### src/rtl/i2cc_pkg.sv
package i2cc_pkg;

    typedef enum logic [3:0] {
        GS_IDLE,
        GS_START_SDA,
        GS_START_SCL,
        GS_CLK_LOW,
        GS_CLK_WAIT,
        GS_CLK_HIGH,
        GS_STOP_LOW,
        GS_STOP_RISE,
        GS_STOP_HOLD
    } gen_state_e;

    typedef struct packed {
        logic scl;
        logic sda;
        logic scl_rise;
        logic start_ev;
        logic stop_ev;
    } bus_evt_t;

endpackage

### src/rtl/i2cc_line_sync.sv
module i2cc_line_sync #(
    parameter int   WIDTH   = 2,
    parameter int   STAGES  = 2,
    parameter logic RST_VAL = 1'b1
) (
    input  logic             clk,
    input  logic             rst_n,
    input  logic [WIDTH-1:0] d,
    output logic [WIDTH-1:0] q
);
    logic [STAGES-1:0][WIDTH-1:0] chain_d, chain_q;

    always_comb begin
        chain_d[0] = d;
        for (int i = 1; i < STAGES; i++) begin
            chain_d[i] = chain_q[i-1];
        end
    end

    always_ff @(posedge clk or negedge rst_n) begin
        if (!rst_n) chain_q <= {(STAGES*WIDTH){RST_VAL}};
        else        chain_q <= chain_d;
    end

    assign q = chain_q[STAGES-1];
endmodule

### src/rtl/i2cc_cond_detect.sv
module i2cc_cond_detect
    import i2cc_pkg::*;
(
    input  logic     clk,
    input  logic     rst_n,
    input  logic     scl_s,
    input  logic     sda_s,
    input  logic     start_clr,
    input  logic     stop_clr,
    output bus_evt_t evt,
    output logic     start_seen,
    output logic     stop_seen
);
    typedef struct packed {
        logic scl_p;
        logic sda_p;
        logic start_seen;
        logic stop_seen;
    } det_t;

    det_t det_d, det_q;

    always_comb begin
        evt.scl      = scl_s;
        evt.sda      = sda_s;
        evt.scl_rise = scl_s & ~det_q.scl_p;
        evt.start_ev = scl_s & det_q.scl_p & det_q.sda_p & ~sda_s;
        evt.stop_ev  = scl_s & det_q.scl_p & ~det_q.sda_p & sda_s;

        det_d       = det_q;
        det_d.scl_p = scl_s;
        det_d.sda_p = sda_s;
        if (start_clr) det_d.start_seen = 1'b0;
        if (stop_clr)  det_d.stop_seen  = 1'b0;
        if (evt.start_ev) begin
            det_d.start_seen = 1'b1;
            det_d.stop_seen  = 1'b0;
        end
        if (evt.stop_ev) begin
            det_d.stop_seen  = 1'b1;
            det_d.start_seen = 1'b0;
        end
    end

    always_ff @(posedge clk or negedge rst_n) begin
        if (!rst_n) det_q <= '{scl_p: 1'b1, sda_p: 1'b1, start_seen: 1'b0, stop_seen: 1'b1};
        else        det_q <= det_d;
    end

    assign start_seen = det_q.start_seen;
    assign stop_seen  = det_q.stop_seen;
endmodule

### src/rtl/i2cc_frame_cnt.sv
module i2cc_frame_cnt
    import i2cc_pkg::*;
#(
    parameter int FRAME_BITS = 9,
    localparam int CW = $clog2(FRAME_BITS + 1)
) (
    input  logic          clk,
    input  logic          rst_n,
    input  bus_evt_t      evt,
    output logic [CW-1:0] count,
    output logic          ack_slot
);
    localparam logic [CW-1:0] LAST = CW'(FRAME_BITS);

    typedef struct packed {
        logic [CW-1:0] cnt;
        logic          ack;
    } fc_t;

    fc_t fc_d, fc_q;

    always_comb begin
        fc_d = fc_q;
        if (evt.start_ev || evt.stop_ev) begin
            fc_d.cnt = '0;
        end else if (evt.scl_rise) begin
            fc_d.cnt = (fc_q.cnt == LAST) ? CW'(1) : fc_q.cnt + CW'(1);
        end
        fc_d.ack = (fc_d.cnt == LAST);
    end

    always_ff @(posedge clk or negedge rst_n) begin
        if (!rst_n) fc_q <= '0;
        else        fc_q <= fc_d;
    end

    assign count    = fc_q.cnt;
    assign ack_slot = fc_q.ack;
endmodule

### src/rtl/i2cc_bus_gen.sv
module i2cc_bus_gen
    import i2cc_pkg::*;
#(
    parameter int HOLD_CYC = 4,
    parameter int LOW_CYC  = 6,
    parameter int HIGH_CYC = 6
) (
    input  logic clk,
    input  logic rst_n,
    input  logic start_req,
    input  logic stop_req,
    input  logic scl_s,
    input  logic sda_s,
    input  logic stop_seen,
    output logic scl_oe,
    output logic sda_oe,
    output logic start_pending,
    output logic stop_pending
);
    localparam int MAX_CYC = (HOLD_CYC > LOW_CYC)
                           ? ((HOLD_CYC > HIGH_CYC) ? HOLD_CYC : HIGH_CYC)
                           : ((LOW_CYC > HIGH_CYC) ? LOW_CYC : HIGH_CYC);
    localparam int TW = $clog2(MAX_CYC + 1);
    localparam logic [TW-1:0] HOLD_END = TW'(HOLD_CYC - 1);
    localparam logic [TW-1:0] LOW_END  = TW'(LOW_CYC - 1);
    localparam logic [TW-1:0] HIGH_END = TW'(HIGH_CYC - 1);

    typedef struct packed {
        gen_state_e    state;
        logic [TW-1:0] tmr;
        logic          start_pend;
        logic          stop_pend;
    } gen_t;

    gen_t g_d, g_q;
    logic start_done, stop_done;

    always_comb begin
        g_d        = g_q;
        start_done = 1'b0;
        stop_done  = 1'b0;
        g_d.tmr    = g_q.tmr + TW'(1);

        unique case (g_q.state)
            GS_IDLE: begin
                g_d.tmr = '0;
                if (g_q.start_pend && stop_seen && scl_s && sda_s) begin
                    g_d.state = GS_START_SDA;
                end
            end
            GS_START_SDA: begin
                if (g_q.tmr == HOLD_END) begin
                    g_d.state = GS_START_SCL;
                    g_d.tmr   = '0;
                end
            end
            GS_START_SCL: begin
                g_d.tmr = '0;
                if (!scl_s) begin
                    g_d.state  = GS_CLK_LOW;
                    start_done = 1'b1;
                end
            end
            GS_CLK_LOW: begin
                if (g_q.tmr == LOW_END) begin
                    g_d.tmr   = '0;
                    g_d.state = g_q.stop_pend ? GS_STOP_LOW : GS_CLK_WAIT;
                end
            end
            GS_CLK_WAIT: begin
                g_d.tmr = '0;
                if (scl_s) g_d.state = GS_CLK_HIGH;
            end
            GS_CLK_HIGH: begin
                if (g_q.tmr == HIGH_END) begin
                    g_d.state = GS_CLK_LOW;
                    g_d.tmr   = '0;
                end
            end
            GS_STOP_LOW: begin
                if (g_q.tmr == LOW_END) begin
                    g_d.state = GS_STOP_RISE;
                    g_d.tmr   = '0;
                end
            end
            GS_STOP_RISE: begin
                g_d.tmr = '0;
                if (scl_s) g_d.state = GS_STOP_HOLD;
            end
            GS_STOP_HOLD: begin
                if (g_q.tmr == HOLD_END) begin
                    g_d.state = GS_IDLE;
                    g_d.tmr   = '0;
                    stop_done = 1'b1;
                end
            end
            default: begin
                g_d.state = GS_IDLE;
                g_d.tmr   = '0;
            end
        endcase

        g_d.start_pend = (start_done ? 1'b0 : g_q.start_pend) | start_req;
        g_d.stop_pend  = (stop_done ? 1'b0 : g_q.stop_pend)
                       | (stop_req && (g_q.state != GS_IDLE));
    end

    always_ff @(posedge clk or negedge rst_n) begin
        if (!rst_n) g_q <= '{state: GS_IDLE, tmr: '0, start_pend: 1'b0, stop_pend: 1'b0};
        else        g_q <= g_d;
    end

    always_comb begin
        scl_oe = (g_q.state == GS_START_SCL) || (g_q.state == GS_CLK_LOW)
              || (g_q.state == GS_STOP_LOW);
        sda_oe = (g_q.state == GS_START_SDA) || (g_q.state == GS_START_SCL)
              || (g_q.state == GS_STOP_LOW)  || (g_q.state == GS_STOP_RISE)
              || (g_q.state == GS_STOP_HOLD);
    end

    assign start_pending = g_q.start_pend;
    assign stop_pending  = g_q.stop_pend;

    logic unused_sda;
    assign unused_sda = sda_s;
endmodule

### src/rtl/i2c_cond_ctrl.sv
module i2c_cond_ctrl
    import i2cc_pkg::*;
#(
    parameter int HOLD_CYC    = 4,
    parameter int LOW_CYC     = 6,
    parameter int HIGH_CYC    = 6,
    parameter int FRAME_BITS  = 9,
    parameter int SYNC_STAGES = 2
) (
    input  logic                              clk,
    input  logic                              rst_n,
    input  logic                              start_req,
    input  logic                              stop_req,
    input  logic                              start_flag_clr,
    input  logic                              stop_flag_clr,
    input  logic                              scl_i,
    input  logic                              sda_i,
    output logic                              scl_oe,
    output logic                              sda_oe,
    output logic                              start_pending,
    output logic                              stop_pending,
    output logic                              start_seen,
    output logic                              stop_seen,
    output logic [$clog2(FRAME_BITS+1)-1:0]   bit_count,
    output logic                              ack_slot
);
    logic [1:0] lines_s;
    bus_evt_t   evt;

    i2cc_line_sync #(.WIDTH(2), .STAGES(SYNC_STAGES), .RST_VAL(1'b1)) u_sync (
        .clk  (clk),
        .rst_n(rst_n),
        .d    ({scl_i, sda_i}),
        .q    (lines_s)
    );

    i2cc_cond_detect u_det (
        .clk       (clk),
        .rst_n     (rst_n),
        .scl_s     (lines_s[1]),
        .sda_s     (lines_s[0]),
        .start_clr (start_flag_clr),
        .stop_clr  (stop_flag_clr),
        .evt       (evt),
        .start_seen(start_seen),
        .stop_seen (stop_seen)
    );

    i2cc_frame_cnt #(.FRAME_BITS(FRAME_BITS)) u_frm (
        .clk     (clk),
        .rst_n   (rst_n),
        .evt     (evt),
        .count   (bit_count),
        .ack_slot(ack_slot)
    );

    i2cc_bus_gen #(.HOLD_CYC(HOLD_CYC), .LOW_CYC(LOW_CYC), .HIGH_CYC(HIGH_CYC)) u_gen (
        .clk          (clk),
        .rst_n        (rst_n),
        .start_req    (start_req),
        .stop_req     (stop_req),
        .scl_s        (lines_s[1]),
        .sda_s        (lines_s[0]),
        .stop_seen    (stop_seen),
        .scl_oe       (scl_oe),
        .sda_oe       (sda_oe),
        .start_pending(start_pending),
        .stop_pending (stop_pending)
    );
endmodule

### config.mk
export PLATFORM = sky130hd
export DESIGN_NAME = i2c_cond_ctrl
export DESIGN_NICKNAME = d
export VERILOG_FILES = /design/src/rtl/i2cc_pkg.sv /design/src/rtl/i2cc_line_sync.sv /design/src/rtl/i2cc_cond_detect.sv /design/src/rtl/i2cc_frame_cnt.sv /design/src/rtl/i2cc_bus_gen.sv /design/src/rtl/i2c_cond_ctrl.sv
export SDC_FILE = /design/constraint.sdc
export NUM_CORES = 1
export LEC_CHECK = 0
export BUFFER_PORTS_ARGS = -buffer_cell sky130_fd_sc_hd__buf_2
export CAP_MARGIN = 20
export CORE_AREA = 3 3 63 77
export DETAILED_ROUTE_END_ITERATION = 7
export DIE_AREA = 0 0 66 80
export GPL_TIMING_DRIVEN = 0
export MAX_ROUTING_LAYER = met4
export PLACE_DENSITY_LB_ADDON = 0.25
export SYNTH_ARGS = -nofsm -noshare
export SYNTH_HDL_FRONTEND = slang
export SYNTH_SLANG_ARGS = --single-unit
### constraint.sdc
create_clock -name clk -period 4.65 [get_ports clk]
set_clock_uncertainty 0.1 [all_clocks]
set_input_delay 1.395 -clock clk [delete_from_list [all_inputs] [get_ports clk]]
set_output_delay 1.395 -clock clk [all_outputs]
set_load 0.005 [all_outputs]
Word level (Yosys, flattened, before mapping). Cells that the tools add are included.

$add $sub $neg: 2. Equal/unequal tests: 21. Multiplexer cells: 24. Bitwise logic cells: 11. Reduce and logical (&&, ||, !) cells: 16.

Operators by type and width (count): $pmux W7 S9 (1); $mux W7 (5); $mux W4 (7); $eq A4 B3 Y1 const B (4); $eq A4 B4 Y1 const B (3); $ne A2 B1 Y1 const B (6); $reduce_and A9 Y1 (1); $eq A4 B2 Y1 const B (2); $mux W1 (8); $logic_or A1 B1 Y1 (7); $and A1 B1 Y1 (6); $mux W2 (3); $ne A2 B2 Y1 const B (3); $reduce_bool A3 Y1 (2); $add A4 B1 Y4 const B (1); $eq A4 B1 Y1 const B (1); $logic_and A1 B1 Y1 (4); $logic_not A4 Y1 (1); $reduce_bool A4 Y1 (1); $add A3 B1 Y3 const B (1); $eq A3 B2 Y1 const B (1); $eq A3 B3 Y1 const B (1); $not A1 Y1 (3); $or A1 B1 Y1 (2).

Register bits: 22. Input bits: 8. Output and inout port bits: 11. Logic and storage cells: 86.

Depth between registers and ports, before layout.
Word-level depth: 6. Gate-level depth with buffers: 7. Depth with buffers taken out: 7.

By module. A second synthesis with hierarchy kept.

Cell total of the unflattened synthesis: 132. Area, all modules: 1361.3 um2.

Modules (own cells, without submodules): i2cc_bus_gen (times used 1, cells an instance 80, area each 759.5 um2, sequential area each 225.2 um2); i2cc_frame_cnt (times used 1, cells an instance 28, area each 291.5 um2, sequential area each 125.1 um2); i2cc_cond_detect (times used 1, cells an instance 20, area each 205.2 um2, sequential area each 103.8 um2); i2cc_line_sync (times used 1, cells an instance 4, area each 105.1 um2, sequential area each 105.1 um2).

Worst setup path before layout. Ideal clock, no wire load.

Kind: register -> output. Start point: register u_gen.g_q[7] (netlist bit). End point: output port sda_oe. Data arrival time: 1.157 ns. Data required time: 3.155 ns. Slack: 1.998 ns. Cell stages (with the launch flop): 6. Path buffers: 2. Path through: dfrtp_1 > buf_6 > buf_2 > or2b_1 > o21a_1 > o22ai_1.

Cells in the longest elaborated chain, start to end: 5. Elaborated cells between the ends (all ways): 9. Those cells by class: eq/ne (5); reduce/logical (4).

RTL lines: start, declared (line i2cc_bus_gen.sv:35) `gen_t g_d, g_q;`; start signal, assigned (line i2cc_bus_gen.sv:109) `if (!rst_n) g_q <= '{state: GS_IDLE, tmr: '0, start_pend: 1'b0, stop_pend: 1'b0};`; start signal, assigned (line i2cc_bus_gen.sv:110) `else g_q <= g_d;`; $eq A4 B1 Y1 / $eq A4 B2 Y1 (equally long branches) (line i2cc_bus_gen.sv:116) `sda_oe = (g_q.state == GS_START_SDA) || (g_q.state == GS_START_SCL)`; $logic_or A1 B1 Y1 (line i2cc_bus_gen.sv:116); $logic_or A1 B1 Y1 (2 in series) (line i2cc_bus_gen.sv:117) `|| (g_q.state == GS_STOP_LOW) || (g_q.state == GS_STOP_RISE)`; $logic_or A1 B1 Y1 (*) (line i2cc_bus_gen.sv:118) `|| (g_q.state == GS_STOP_HOLD);`; end, declared (line i2c_cond_ctrl.sv:19) `output logic sda_oe,`.

Mark *: on every way between the ends. The rest lies on a longest branch, timed or not.

Worst setup path in the final report. Ends and elaborated chain as after synthesis.

==> key figures <==
Run status
  – Status: finished, final reports clean

Synth
  – Multiplexer area fraction after synthesis: 0%
  – Post-synthesis compound-gate area fraction: 18.6%
  – Sequential share of the synthesized area: 45.6%
  – Synth Warn #: 0
  – Synth top area share: 30.6%
  – Syn_area_per_cell: 9.65 um^2
  – Area leader, netlist: dfrtp_1
  – Area share of fa/ha/maj cells after synthesis: 6.12%
  – Seq cells post-synth: 22
  – Syn nets: 141
  – Async set-reset flop share out of synthesis: 100%
  – Distinct cells, synth: 39
  – Synth Instances: 127
  – Synth Area in XOR/XNOR: 2.86%
  – Primary FF master, synth: dfrtp_1
  – Post-synth EDFFs: 0
  – Synth area leaders: dfrtp_1 31%, dfstp_2 15%, ha_1 6.1%
  – Largest family of logic cells by synthesized area: simple AND/OR/NAND/NOR gates
  – Synth Area in Simple Gates: 21.2%
  – Post-Syn Area: 1230 um^2

Floorplan
  – # IOs: 19
  – Die width: 66 um
  – Die Footprint: 5280 um^2
  – CORE AREA: 4200 um^2
  – Initial Utilization: 29.2%
  – Die span in y: 80 um
  – Rows: 26

Worst setup path
  – WS Path Type: flip-flop to output port
  – Critical Path Sink Type: output port
  – Most Frequent Cell on Critical Path: buf_2
  – Critical Path RT: 3150 ps
  – R2R Setup Slk: 2990 ps
  – CP cell instances: buf_6, buf_2, or2b_1, o21a_1, o22ai_1, buf_2
  – Largest fanout on the critical path: 10
  – CP peak stage delay: 380 ps
  – Startpoint Class: flip-flop
  – Worst EP arrival: 1600 ps
  – Critical path's slowest cell: dfrtp_1

STA
  – Total negative setup slack: 0 ps
  – Slew Viols, Final: 0
  – Fmax: 323 MHz
  – Final min period: 3100 ps
  – Slew @ Worst Pin: 472 ps
  – Fin Hold WS: 259 ps
  – # setup viols final: 0
  – Worst setup margin: 1550 ps
  – RSZ-0062 raised after global routing: no
  – Relative slew slack: 68.1%
  – Final hold vios: 0
  – Final period util: 66.6%

Min path
  – Worst Hold Class: flip-flop to flip-flop

Drt
  – Final antenna-violating net count: 0
  – Pre-antenna DRT Iters: 4
  – Total vias in the final route: 986
  – WL/cell: 12.2 um
  – Residual DRC count: 0
  – Vias per inst: 4.81
  – DR iter-0 viols: 45
  – WL final: 2490 um

Clock tree
  – Clock transition at path regs: 80 ps
  – Post-CTS Setup Bufs: 0
  – Cts repair resizes: 0
  – Hold_buf cts: 0
  – Root buffer cell: clkbuf_8
  – Worst-Skew Late Latency: 260 ps
  – CTS tree: built
  – Num CTS Buffers: 3
  – # clock sinks: 22
  – H-tree levels: 1
  – Clock tree buffer depth: 2

Final layout
  – Post-route insts no fill: 205
  – Final Cell Area: 1460 um^2
  – Ant. Diodes: 0
  – Ratio of cells with drive above 1 in the final layout: 26.8%
  – Final core occ: 34.7%
  – Area Growth Syn to Fin: 18.9%
  – Final nets: 164

Pwr
  – Pwr Density: 496 nW/um^2
  – Clock share of power: 24.3%
  – Leakage: 0.662 nW
  – Total power: 724 uW
  – Comb pwr share: 39.5%
  – Peak VDD IR: 0.000160 V
  – Internal power: 473 uW
  – Reg power frac: 36.2%
  – Switching Fraction: 34.6%
  – P_sw: 251 uW

Global route
  – GR met1 Demand/Resource: 12.5%
  – Congestion Overflow GR: 0
  – First-pass GRT wire length: 4450 um
  – Met2 Usage GRT: 19.4%
  – Gr busiest metal: met2
  – GRT Overall Usage: 11.0%
  – Initial antenna violation count: 0
  – Met3 Use GR: 1.69%
  – Largest net degree at the start of global routing: 23
  – Vias in the first global route: 1006

Placement
  – Gp weighted congestion: 0.829
  – Final HPWL DP: 1880 um
  – Buffers added on ports: 18
  – Worst slack, placed: 1840 ps
  – Placed cell count: 201
  – DP Area: 1390 um^2

Flow run
  – Max_cap viols: 0
-- state kept, by name (all words and copies together), names as in the netlist, 2 cells and up --
signal          flops
u_gen.g_q           7
u_frm.count         4
u_det.det_q         2
u_sync.chain_d      2
u_sync.q            2
-- cell usage after synthesis, types with 2 or more instances --
library cell / count
a211o_1: 2
and2_1: 3
a21oi_1: 7
ha_1: 6
buf_4: 4
a211oi_1: 2
o21ai_0: 7
nand2_1: 8
inv_1: 6
a31oi_1: 3
o21ai_1: 4
nor2_2: 2
nor2_1: 14
dfrtp_1: 15
and3_1: 3
dfstp_2: 7
a21o_1: 2
nand2b_1: 5
xnor2_1: 3
nand3_1: 5
-- kinds of logic after synthesis --
family	after synthesis
AOI/OAI and AO/OA	34
xor gates and xnor gates	4
adders and majority gates	6
buffers and inverters	12
DFF	22
and+or+nand+nor	49
-- path summary, 6_finish.rpt --
check	end	startpoint	cells past startpoint
worst min-delay path	u_sync.q[0]$_DFF_PN1_	u_sync.chain_d[2]$_DFF_PN1_	0
worst max-delay path	sda_oe	u_gen.g_q[7]$_DFFE_PN0P_	6
min in group asynchronous	u_gen.g_q[5]$_DFFE_PN0P_	rst_n	1
worst min register to register	u_sync.q[0]$_DFF_PN1_	u_sync.chain_d[2]$_DFF_PN1_	0
worst max register to register	u_gen.g_q[6]$_DFFE_PN0P_	u_sync.q[0]$_DFF_PN1_	4
max in group asynchronous	u_det.det_q[3]$_DFF_PN1_	rst_n	1
-- per-layer routing --
layer / wire length, um / vias up
li1: - / 488
met1: 1100 / 482
met2: 1300 / 14
met3: 74 / 2
met4: 25 / 0
met5: 0 / -
-- critical path, delay by kind of cell, from the launching register on --
| family | cells | cell delay, ps |
|---|---|---|
| DFF | 1 | 380 |
| and+or+nand+nor | 1 | 240 |
| buffers and inverters | 3 | 430 |
| AOI/OAI and AO/OA | 2 | 290 |
-- power groups by stage --
stage | Combinational (mW) | Sequential [mW] | Clock [mW]
finish | 0.286 | 0.262 | 0.176
global route | 0.323 | 0.270 | 0.192
CTS | 0.291 | 0.263 | 0.181
detailed placement | 0.290 | 0.266 | 0
global placement | 0.285 | 0.262 | 0
floorplan | 0.216 | 0.259 | 0
-- cell type report --
cell class | count | area, um^2
tap | 56 | 70.1
clock buffer | 3 | 41.3
fill | 442 | 2740
inverter | 6 | 22.5
buffer | 6 | 46.3
clock inverter | 1 | 30.0
multi-input combinational | 93 | 598
sequential | 22 | 559
timing repair buffer | 18 | 90.1
-- cells in the final DEF, fill, tap and decap left out, types with 3 or more instances in the layout --
cell	netlist	routed
nand2_1	8	8
clkbuf_8	0	3
buf_2	1	19
o21ai_0	7	7
and3_1	3	3
o21ai_1	4	4
and2_1	3	3
dfstp_2	7	7
a21oi_1	7	7
nand2b_1	5	5
xnor2_1	3	3
nand3_1	5	5
inv_1	6	6
buf_4	4	4
nor2_1	14	14
dfrtp_1	15	15
a31oi_1	3	3
ha_1	6	6
(Power assumes the default switching activity.)
